$ cat config.mk
export PLATFORM = sky130hd
export DESIGN_NAME = cmd_regbuf
export DESIGN_NICKNAME = d
export VERILOG_FILES = /design/src/rtl/cmd_regbuf_pkg.sv /design/src/rtl/cmd_regbuf_rst_sync.sv /design/src/rtl/cmd_regbuf_gate.sv /design/src/rtl/cmd_regbuf_pipe.sv /design/src/rtl/cmd_regbuf_parity.sv /design/src/rtl/cmd_regbuf.sv
export SDC_FILE = /design/constraint.sdc
export NUM_CORES = 1
export LEC_CHECK = 0
export BUFFER_PORTS_ARGS = -buffer_cell sky130_fd_sc_hd__buf_2
export CAP_MARGIN = 15
export CORE_MARGIN = 3
export CORE_UTILIZATION = 49
export DETAILED_ROUTE_END_ITERATION = 7
export GPL_TIMING_DRIVEN = 0
export PLACE_DENSITY = 0.92
export SYNTH_ARGS = -nofsm -noshare
export SYNTH_HDL_FRONTEND = slang
export SYNTH_SLANG_ARGS = --single-unit
$ cat constraint.sdc
create_clock -name clk -period 2 [get_ports clk]
set_clock_uncertainty 0.2 [all_clocks]
set_input_delay 0.1 -clock clk [delete_from_list [all_inputs] [get_ports clk]]
set_output_delay 0.1 -clock clk [all_outputs]
set_load 0.02 [all_outputs]
$ cat src/rtl/cmd_regbuf_pkg.sv
package cmd_regbuf_pkg;

  // Why the data register does or does not load at a given edge.
  typedef enum logic [1:0] {
    LOAD_FREE     = 2'd0,  // mode low: load on every edge
    LOAD_SELECTED = 2'd1,  // mode high and a chip select active
    LOAD_BLOCKED  = 2'd2   // mode high and no chip select active
  } load_kind_e;

  // Number of sideband groups (chip select, clock enable, termination).
  localparam int unsigned SIDE_GROUPS = 3;

endpackage

$ cat src/rtl/cmd_regbuf_rst_sync.sv
module cmd_regbuf_rst_sync #(
  parameter int unsigned STAGES = 2
) (
  input  logic clk,
  input  logic rst_n,
  output logic rst_n_sync
);

  logic [STAGES-1:0] chain_r;
  logic [STAGES-1:0] chain_nxt;

  // Shift ones in from the bottom once reset is released.
  generate
    if (STAGES == 1) begin : g_single
      always_comb chain_nxt = 1'b1;
    end else begin : g_multi
      always_comb chain_nxt = {chain_r[STAGES-2:0], 1'b1};
    end
  endgenerate

  always_ff @(posedge clk or negedge rst_n) begin
    if (!rst_n) chain_r <= '0;
    else        chain_r <= chain_nxt;
  end

  assign rst_n_sync = chain_r[STAGES-1];

endmodule

$ cat src/rtl/cmd_regbuf_gate.sv
module cmd_regbuf_gate
  import cmd_regbuf_pkg::*;
#(
  parameter int unsigned CS_W = 2
) (
  input  logic            gate_en,
  input  logic [CS_W-1:0] cs_n,
  output load_kind_e      kind
);

  logic any_sel;

  always_comb begin
    any_sel = ~(&cs_n);
    if (!gate_en)    kind = LOAD_FREE;
    else if (any_sel) kind = LOAD_SELECTED;
    else              kind = LOAD_BLOCKED;
  end

endmodule

$ cat src/rtl/cmd_regbuf_pipe.sv
module cmd_regbuf_pipe #(
  parameter int unsigned DATA_W = 28,
  parameter int unsigned SIDE_W = 6
) (
  input  logic              clk,
  input  logic              rst_n,
  input  logic              load,
  input  logic [DATA_W-1:0] d_in,
  input  logic [SIDE_W-1:0] side_in,
  output logic [DATA_W-1:0] q_out,
  output logic [SIDE_W-1:0] side_out,
  output logic              load_q
);

  logic [DATA_W-1:0] q_r, q_nxt;
  logic [SIDE_W-1:0] side_r;
  logic              load_r;

  // Next state: the data field has an explicit clock enable.
  always_comb begin
    q_nxt = q_r;
    if (load) q_nxt = d_in;
  end

  always_ff @(posedge clk or negedge rst_n) begin
    if (!rst_n) begin
      q_r    <= '0;
      side_r <= '0;
      load_r <= 1'b0;
    end else begin
      q_r    <= q_nxt;
      side_r <= side_in;
      load_r <= load;
    end
  end

  assign q_out    = q_r;
  assign side_out = side_r;
  assign load_q   = load_r;

  // a loading edge presents the sampled data.
  assert_capture_R1: assert property (@(posedge clk) disable iff (!rst_n)
    load |=> (q_out == $past(d_in)));

  // a blocked edge leaves the data field unchanged.
  assert_hold_R3: assert property (@(posedge clk) disable iff (!rst_n)
    !load |=> $stable(q_out));

  // sideband bits follow their inputs on every edge.
  assert_side_R4: assert property (@(posedge clk) disable iff (!rst_n)
    1'b1 |=> (side_out == $past(side_in)));

endmodule

$ cat src/rtl/cmd_regbuf_parity.sv
module cmd_regbuf_parity #(
  parameter int unsigned DATA_W = 28
) (
  input  logic              clk,
  input  logic              rst_n,
  input  logic              load_q,
  input  logic [DATA_W-1:0] q,
  input  logic              par_in,
  output logic              err_n
);

  logic mismatch;
  logic err_n_r, err_n_nxt;

  always_comb begin
    mismatch  = (^q) ^ par_in;
    err_n_nxt = 1'b1;
    if (load_q) err_n_nxt = ~mismatch;
  end

  always_ff @(posedge clk or negedge rst_n) begin
    if (!rst_n) err_n_r <= 1'b1;
    else        err_n_r <= err_n_nxt;
  end

  assign err_n = err_n_r;

  // a checked cycle reports the parity outcome one edge later.
  assert_parity_R5: assert property (@(posedge clk) disable iff (!rst_n)
    load_q |=> (err_n == !$past((^q) ^ par_in)));

  // an unchecked cycle never reports an error.
  assert_quiet_R6: assert property (@(posedge clk) disable iff (!rst_n)
    !load_q |=> err_n);

endmodule

$ cat src/rtl/cmd_regbuf.sv
module cmd_regbuf
  import cmd_regbuf_pkg::*;
#(
  parameter int unsigned DATA_W    = 28,
  parameter int unsigned CS_W      = 2,
  parameter int unsigned CKE_W     = 2,
  parameter int unsigned ODT_W     = 2,
  parameter int unsigned RST_STAGES = 2
) (
  input  logic              clk,
  input  logic              rst_n,
  input  logic              gate_en,
  input  logic [DATA_W-1:0] d_in,
  input  logic [CS_W-1:0]   cs_n_in,
  input  logic [CKE_W-1:0]  cke_in,
  input  logic [ODT_W-1:0]  odt_in,
  input  logic              par_in,
  output logic [DATA_W-1:0] q_out,
  output logic [CS_W-1:0]   cs_n_out,
  output logic [CKE_W-1:0]  cke_out,
  output logic [ODT_W-1:0]  odt_out,
  output logic              err_n
);

  localparam int unsigned SIDE_W = CS_W + CKE_W + ODT_W;

  logic              rst_n_int;
  load_kind_e        kind;
  logic              load;
  logic              load_q;
  logic [SIDE_W-1:0] side_in, side_out;

  cmd_regbuf_rst_sync #(.STAGES(RST_STAGES)) u_rst (
    .clk        (clk),
    .rst_n      (rst_n),
    .rst_n_sync (rst_n_int)
  );

  cmd_regbuf_gate #(.CS_W(CS_W)) u_gate (
    .gate_en (gate_en),
    .cs_n    (cs_n_in),
    .kind    (kind)
  );

  assign load    = (kind != LOAD_BLOCKED);
  assign side_in = {odt_in, cke_in, cs_n_in};

  cmd_regbuf_pipe #(.DATA_W(DATA_W), .SIDE_W(SIDE_W)) u_pipe (
    .clk      (clk),
    .rst_n    (rst_n_int),
    .load     (load),
    .d_in     (d_in),
    .side_in  (side_in),
    .q_out    (q_out),
    .side_out (side_out),
    .load_q   (load_q)
  );

  assign cs_n_out = side_out[CS_W-1:0];
  assign cke_out  = side_out[CS_W +: CKE_W];
  assign odt_out  = side_out[CS_W+CKE_W +: ODT_W];

  cmd_regbuf_parity #(.DATA_W(DATA_W)) u_par (
    .clk    (clk),
    .rst_n  (rst_n_int),
    .load_q (load_q),
    .q      (q_out),
    .par_in (par_in),
    .err_n  (err_n)
  );

  // in gated mode an active chip select must enable the load.
  assert_select_R2: assert property (@(posedge clk) disable iff (!rst_n_int)
    (gate_en && !(&cs_n_in)) |-> load);

  // in free mode the load is never blocked.
  assert_free_R1: assert property (@(posedge clk) disable iff (!rst_n_int)
    !gate_en |-> (kind == LOAD_FREE));

endmodule

==> Word level (Yosys, flattened, before mapping) <==
Index checks and enable logic that the tools add are counted.
{ "word_totals": {"register_bits": 38, "latch_bits": 0, "ramBits": 0, "rom_bits": 0, "input_bits": 38, "word_cells": 13, "memories": 0} }
{ "op_classes": {"n_addsub": 0, "mul": 0, "n_div": 0, "order_cmp": 0, "eq_ne": 1, "shift": 0, "mux": 3, "bitwise_logic": 2, "reduce_logical": 2} }
{ "op_table": {"columns": ["cell", "count"], "rows": [
  ["XOR reduction 28 bit", 1],
  ["2-to-1 mux 2 bit", 2],
  ["!= test 2 bit, second input constant", 1],
  ["AND reduction 2 bit", 1],
  ["2-to-1 mux 1 bit", 1],
  ["inverter 1 bit", 1],
  ["bitwise XOR 1 bit", 1]
]} }

==> Logic depth before layout (Yosys ltp) <==
Gate-level depths: netlist of the first run.
{ "depth": {"word_depth": 4, "depth_mapped": 5, "depth_no_buf": 5} }

==> Modules after synthesis <==
A second synthesis of the first run with hierarchy kept.
{ "hier_totals": {"cells_unflattened": 99, "hier_area_um2": 1692.9} }
{ "by_module_without_submodules": {"columns": ["module", "n_inst", "cells_each", "area_per_inst_um2", "seq_area_each_um2"], "rows": [
  ["cmd_regbuf_pipe", 1, 66, 1317.5, 875.8],
  ["cmd_regbuf_parity", 1, 27, 297.8, 26.3],
  ["cmd_regbuf_rst_sync", 1, 3, 53.8, 50.0],
  ["cmd_regbuf_gate", 1, 2, 17.5, 0.0],
  ["cmd_regbuf", 1, 1, 6.3, 0.0]
]} }

==> Worst setup path before layout of the first run <==
OpenSTA, ideal clock, no wires.
{ "synth_timing": {"path_type": "reg2reg", "startpoint": "register u_pipe.q_r[14] (netlist: u_pipe.q_out[14])", "endpoint": "register u_par.err_n_r (netlist: u_par.err_n)", "t_arrival_ns": 1.802, "setup_slack_ns": -0.063, "stages_incl_launch_ff": 6, "synth_period_minus_slack_ns": 2.063, "path_cell_list": "dfrtp_1 -> xnor2_1 -> xnor3_1 -> xnor3_1 -> xnor3_1 -> nand2_1"} }
{ "synth_between": {"elab_chain_cells": 4} }
{ "synth_rtl": {"columns": ["item", "line_no", "rtl"], "rows": [
  ["start: declaration", "cmd_regbuf_pipe.sv:15", "logic [DATA_W-1:0] q_r, q_nxt;"],
  ["start signal: assignment", "cmd_regbuf_pipe.sv:31", "q_r <= q_nxt;"],
  ["XOR reduction 28 bit", "cmd_regbuf_parity.sv:16", "mismatch = (^q) ^ par_in;"],
  ["bitwise XOR 1 bit", "cmd_regbuf_parity.sv:16", null],
  ["inverter 1 bit", "cmd_regbuf_parity.sv:18", "if (load_q) err_n_nxt = ~mismatch;"],
  ["2-to-1 mux 1 bit", "cmd_regbuf_parity.sv:18", null],
  ["net u_par.err_n_nxt", "cmd_regbuf_parity.sv:13", "logic err_n_r, err_n_nxt;"],
  ["end signal: assignment", "cmd_regbuf_parity.sv:23", "else err_n_r <= err_n_nxt;"],
  ["end: declaration", "cmd_regbuf_parity.sv:13", null]
]} }
The timed path passes the listed nets, and every way through them passes these cells.
A chain may end at the register's enable or synchronous reset.

==> Worst setup path in the final report of the first run <==
{ "layout_timing": {"startpoint": "register u_pipe.q_r[13] (netlist: u_pipe.q_out[13])", "endpoint": "register u_par.err_n_r (netlist: u_par.err_n)"} }
Same word-level chain as after synthesis.

==> run metrics, run 1 <==
status=finished clean; maximum buffer depth of the clock tree=2; syn avg cell area=roughly 16 sq um; die width=62.4 um; VDD IR max=0.000558 V; largest net degree at the start of global routing=25; CP arrival=2020 ps; CTS Sinks=38; # resized after CTS=0; Layout Nets=between 200 and 300; f_max=517 MHz; slowest stage delay, CP=roughly 440 ps; WL final=3490 um; Critical Path, Cell by Cell=xnor2_1 -> xnor3_1 -> xnor3_1 -> xnor3_1 -> nand2_1; kind of critical path=reg -> reg; critical path capture point type=register; post-route ant nets=0; Die Y=62.4 um; CP top delay family=XOR/XNOR gates; htree depth=2; P&R area growth vs syn=55.5%; Final setup violation count=0; FP Rows=19; DR pass1 iterations=3; setup TNS=0 ps; Placer Congestion=0.682; yosys warns=0; # diodes=0; GRT Total Usage=0.199; Worst setup SP type=register; RSZ-0062 raised after global routing=false; grt ovf=0; crit path time final=slightly below 2000 ps; root buffer cell=clkbuf_4; first-pass GRT wire length=just over 6000 um; Starting Density=0.538; vias=between 1000 and 1500; Final Max Slew Viols=0; DP Wirelength=2250 um; IO buf count=72; max cap viols=0; Syn Inst Count=97; #FFs+latches synth=38; clk slew on worst S/H paths=~100 ps; Cell Pwr Density=759 nW/um^2; Hold Fails Final Rpt=0; leak pwr=1.15 nW; Required @ worst endpoint=approximately 2100 ps; Layout fillers=174; CTS tree=done; Hold Crit Class=reg -> async; register area=957 sq um; CTS buffer count=5; actual slew at the worst max-slew pin=579 ps; sequential-to-total area share from yosys stat=0.611; WL/cell=13.6 um; share of cells above drive strength 1=0.533; number of antenna violations at the first check in global routing=0; Buf/Inv on CP=0; io pins=73; hold_ws=43.6 ps; crit share post-route=0.967; Core Area=around 2900 sq um; synthesized area=between 1500 and 2000 sq um; via/cell ratio=4.59; Distinct cells, synth=12; drc violations=0; Starting DRT DRC Count=17; crit path max fanout=3; Rel. slew slack=0.614; number of global-route vias before repair=1317; CP dominant cell by count=xnor3_1; Syn Nets=135; CP max stage cell=dfrtp_2; die area=3890 sq um; Clock Latency Late Sink=330 ps; area of the multi-input gates=596 sq um
-- cell type report --
cell class,count,area share
well taps,42,0.0217
plain buffers,3,0.00464
flip-flops and latches,38,0.395
clock buffers,7,0.0227
clock inverters,1,0.00206
repair buffers,109,0.309
multi-input cells,56,0.246
-- flip-flops by register name, indices dropped and copies added, names as in the netlist --
| name | cells |
|---|---|
| u_pipe.side_out | 6 |
| u_par.err_n | 1 |
| u_rst.chain_r | 2 |
| u_pipe.load_q | 1 |
| u_pipe.q_out | 28 |
-- where the power goes --
part | total, mW | switching (mW) | internal (mW)
clock network | 0.403 | 0.233 | 0.170
logic | 0.547 | 0.218 | 0.329
registers | 0.890 | 0.0495 | 0.840
total | 1.84 | 0.500 | 1.34
-- Yosys cell counts --
library cell	count	area, sq um
xnor3_1	3	67.6
xnor2_1	18	158
buf_1	1	3.75
conb_1	1	3.75
xor2_1	3	26.3
nand3_1	1	5.00
nand2_1	1	3.75
mux2_2	28	315
dfrtp_1	37	926
clkbuf_1	2	7.51
dfstp_2	1	26.3
xnor2_2	1	16.3
-- worst paths after layout --
kind	slack [ps]	cells past startpoint	start	endpoint
hold reg to reg	40	0	u_rst.chain_r[1]	u_pipe.side_out[4]
setup reg to reg	70	5	u_pipe.q_out[13]	u_par.err_n
max in group asynchronous	970	1	u_rst.chain_r[1]	u_par.err_n
hold / removal	40	0	u_rst.chain_r[1]	u_pipe.side_out[4]
setup / recovery	70	5	u_pipe.q_out[13]	u_par.err_n
min in group clk	160	0	u_rst.chain_r[0]	u_rst.chain_r[1]
-- cell usage in the layout, fill, tap and decap left out, drive strengths merged --
cell / synthesis / final
buf: 1 / 74
dfrtp: 37 / 37
dlygate4sd3: 0 / 36
mux2: 28 / 28
xnor2: 19 / 19
clkbuf: 2 / 9
xnor3: 3 / 3
xor2: 3 / 3
nand2: 1 / 1
nand3: 1 / 1
clkinv: 0 / 1
dfstp: 1 / 1
conb: 1 / 1
-- cells by family (layout without fill, tap and decap cells) --
group / count (synthesis) / count (layout) / share of synthesized area
flops: 38 / 38 / 0.611
mux: 28 / 28 / 0.202
other cells: 1 / 1 / 0.00241
xor+xnor: 25 / 25 / 0.172
buf+inv: 3 / 120 / 0.00722
simple gates: 2 / 2 / 0.00561
-- per-stage QoR --
step / setup slack (ps) / cell area [sq um] / instances / total power [mW] / utilization
CTS: 64.7 / 2420 / 256 / 1.86 / 0.836
detailed placement: 62.8 / 2000 / 212 / 1.40 / 0.691
global route: 9.47 / 2420 / 256 / 1.94 / 0.836
global placement: 87.9 / 1980 / 211 / 1.38 / 0.682
finish: 65.4 / 2420 / 256 / 1.84 / 0.836
floorplan: 113 / 1560 / 97 / 1.26 / -
-- routing by layer --
layer  GRT usage  up-vias  share of wire
met3      0.0576       10          0.072
met5           0        -              0
met4      0.0909        0          0.024
li1            -      560              -
met1       0.212      551           0.38
met2       0.361       55           0.52
-- what timing repair did --
action / 4_1_cts / 5_1_grt
hold buffers: 36 / 0
buffers inserted: 0 / 0
hold endpoints to repair: 36 / 0
(Power assumes the default switching activity.)
==> inputs of run 2 (changes only) <==
--- a/config.mk
+++ b/config.mk
@@ -11,6 +11,7 @@
 export CORE_UTILIZATION = 49
 export DETAILED_ROUTE_END_ITERATION = 7
 export GPL_TIMING_DRIVEN = 0
+export MAX_ROUTING_LAYER = met4
 export PLACE_DENSITY = 0.92
 export SYNTH_ARGS = -nofsm -noshare
 export SYNTH_HDL_FRONTEND = slang
==> run 2 against run 1 <==
  * Die area did not move
  * Non-clock buffer count did not move
  * Clock power barely moved
  * Cell area did not move
  * Sequential share of layout area did not move
  * Worst setup slack barely moved
  * Clock-buffer cell count did not move
  * First-iteration DRC count rose by 12%
  * Register-to-register slack barely moved
==> run metrics, run 2 (same netlist as run 1, synthesis figures left out) <==
status=finished clean; switching power share of the total=0.272 (about the same); Clock Latency Late Sink=330 ps (about the same); Cell Pwr Density=759 nW/um^2 (about the same); FF-to-FF End=u_par.err_n; die area=3890 sq um (unchanged); f_max=517 MHz (unchanged); CTS Sinks=38 (unchanged); Hold Fails Final Rpt=0 (unchanged); die width=62.4 um (unchanged); io pins=73 (unchanged); critical path capture point type=register; number of global-route vias before repair=1321 (+0.30%); CTS buffer count=5 (unchanged); crit path max fanout=3 (unchanged); reg2reg setup slack=70 ps (about the same); share of cells above drive strength 1=0.533 (unchanged); Reg-to-Reg Start=u_pipe.q_out[13]; CP arrival=2020 ps (about the same); clk slew on worst S/H paths=100 ps (about the same); VDD IR max=0.000558 V (about the same); max reg flops=28 (unchanged); number of antenna violations at the first check in global routing=0 (unchanged); htree depth=2 (unchanged); largest net degree at the start of global routing=25 (unchanged); Post-CTS Setup Inserts=0 (unchanged); Hold Crit Class=reg -> async; actual slew at the worst max-slew pin=579 ps (+0.000238 ps); DP Wirelength=2250 um (unchanged); via/cell ratio=4.59 (unchanged); WL final=3480 um (about the same); DR pass1 iterations=3 (unchanged); vias=1176 (unchanged); cell-internal power=1.34 mW (about the same); # resized after CTS=0 (unchanged); Die Y=62.4 um (unchanged); commonest cells after routing, fill and taps aside=buf_2 (72), dlygate4sd3_1 (36), dfrtp_1 (33); Starting Density=0.538 (unchanged); Clock power frac=0.219 (about the same); setup TNS=0 ps (unchanged); Placer Congestion=0.689 (+1.0%); max cap viols=0 (unchanged); RSZ-0062 raised after global routing=false; CTS tree=done; register area=957 sq um (unchanged); crit path time final=1930 ps (-0.000200 ps); P&R area growth vs syn=55.5% (unchanged); leak pwr=1.15 nW (unchanged); Critical Path Start=u_pipe.q_out[13]; Required @ worst endpoint=2080 ps (about the same); switching pwr=0.500 mW (about the same); maximum buffer depth of the clock tree=2 (unchanged); first-pass GRT wire length=6040 um (-0.23%); Layout fillers=174 (unchanged); Logic pwr share=0.297 (about the same); Reg power frac=0.484 (about the same); Worst Reg2Reg Path Length in Cells=5 (unchanged); commonest non-fill, non-tap cell in the layout=buf_2; Layout Nets=251 (unchanged); total power draw=1.84 mW (about the same); IO buf count=72 (unchanged); Core Area=2900 sq um (unchanged); Starting DRT DRC Count=19 (+2); crit path capture=u_par.err_n; grt ovf=0 (unchanged); Final setup violation count=0 (unchanged); post-route ant nets=0 (unchanged); WL/cell=13.6 um (about the same); FP Rows=19 (unchanged); area of the multi-input gates=596 sq um (unchanged); root buffer cell=clkbuf_4; crit share post-route=0.967 (about the same); drc violations=0 (unchanged); kind of critical path=reg -> reg; # diodes=0 (unchanged); Worst setup SP type=register; GRT Total Usage=0.205 (+0.00533); Final Max Slew Viols=0 (unchanged); Rel. slew slack=0.614 (about the same)
[run 2: cell counts in the layout (fill, tap and decap cells not counted)]
Identical to the previous run, type by type.
[run 2: power by group through the flow]
stage | Combinational (mW) | Clock [mW] | Sequential [mW]
after global placement | 0.471 | 0 | 0.905
after CTS | 0.547 | 0.418 | 0.889
after detailed placement | 0.493 | 0 | 0.905
final | 0.547 | 0.403 | 0.890
after floorplan | 0.281 | 0 | 0.980
after global routing | 0.586 | 0.452 | 0.899
[run 2: how the worst min path moves through the flow]
stage | to | slack [ps] | depth (start not counted)
global placement | u_rst.chain_r[0] | -310 | 1
floorplan | u_rst.chain_r[0] | -400 | 0
finish | u_pipe.side_out[4] | 40 | 0
detailed placement | u_rst.chain_r[0] | -310 | 1
global route | u_pipe.side_out[4] | 100 | 0
CTS | u_pipe.side_out[4] | 70 | 0
[run 2: what timing repair did]
| action | CTS | global route |
|---|---|---|
| hold endpoints to repair | 36 | 0 |
| setup endpoints to repair | 0 | 0 |
| hold buffers | 36 | 0 |
[run 2: layout make-up]
class | count | share of cell area
Tap cell | 42 | 0.0217
Timing Repair Buffer | 109 | 0.309
Buffer | 3 | 0.00464
Clock inverter | 1 | 0.00206
Clock buffer | 7 | 0.0227
Sequential cell | 38 | 0.395
Multi-Input combinational cell | 56 | 0.246
[run 2: per-stage QoR]
step,hold WS (ps),setup slack [ps],utilization,std cells,cell area (sq um)
floorplan,-396,113,-,97,1560
global placement,-314,87.9,0.682,211,1980
detailed placement,-312,62.8,0.691,212,2000
CTS,69.2,64.7,0.836,256,2420
global route,102,9.47,0.836,256,2420
finish,43.6,65.4,0.836,256,2420
[run 2: metal layers]
metal  share of wire  vias to the layer above  GRT usage  wire [um]
met5               0                        -          -          0
met4           0.024                        0     0.0909         84
met3           0.068                       10     0.0540        236
met2            0.52                       55      0.362       1810
met1            0.39                      551      0.212       1350
li1                -                      560          -          -
[run 2: critical path, stage by stage (launching register included)]
cell	delay, ps
dfrtp_2	440
xnor2_1	160
xnor3_1	440
xnor3_1	210
xnor3_1	370
nand2_1	70
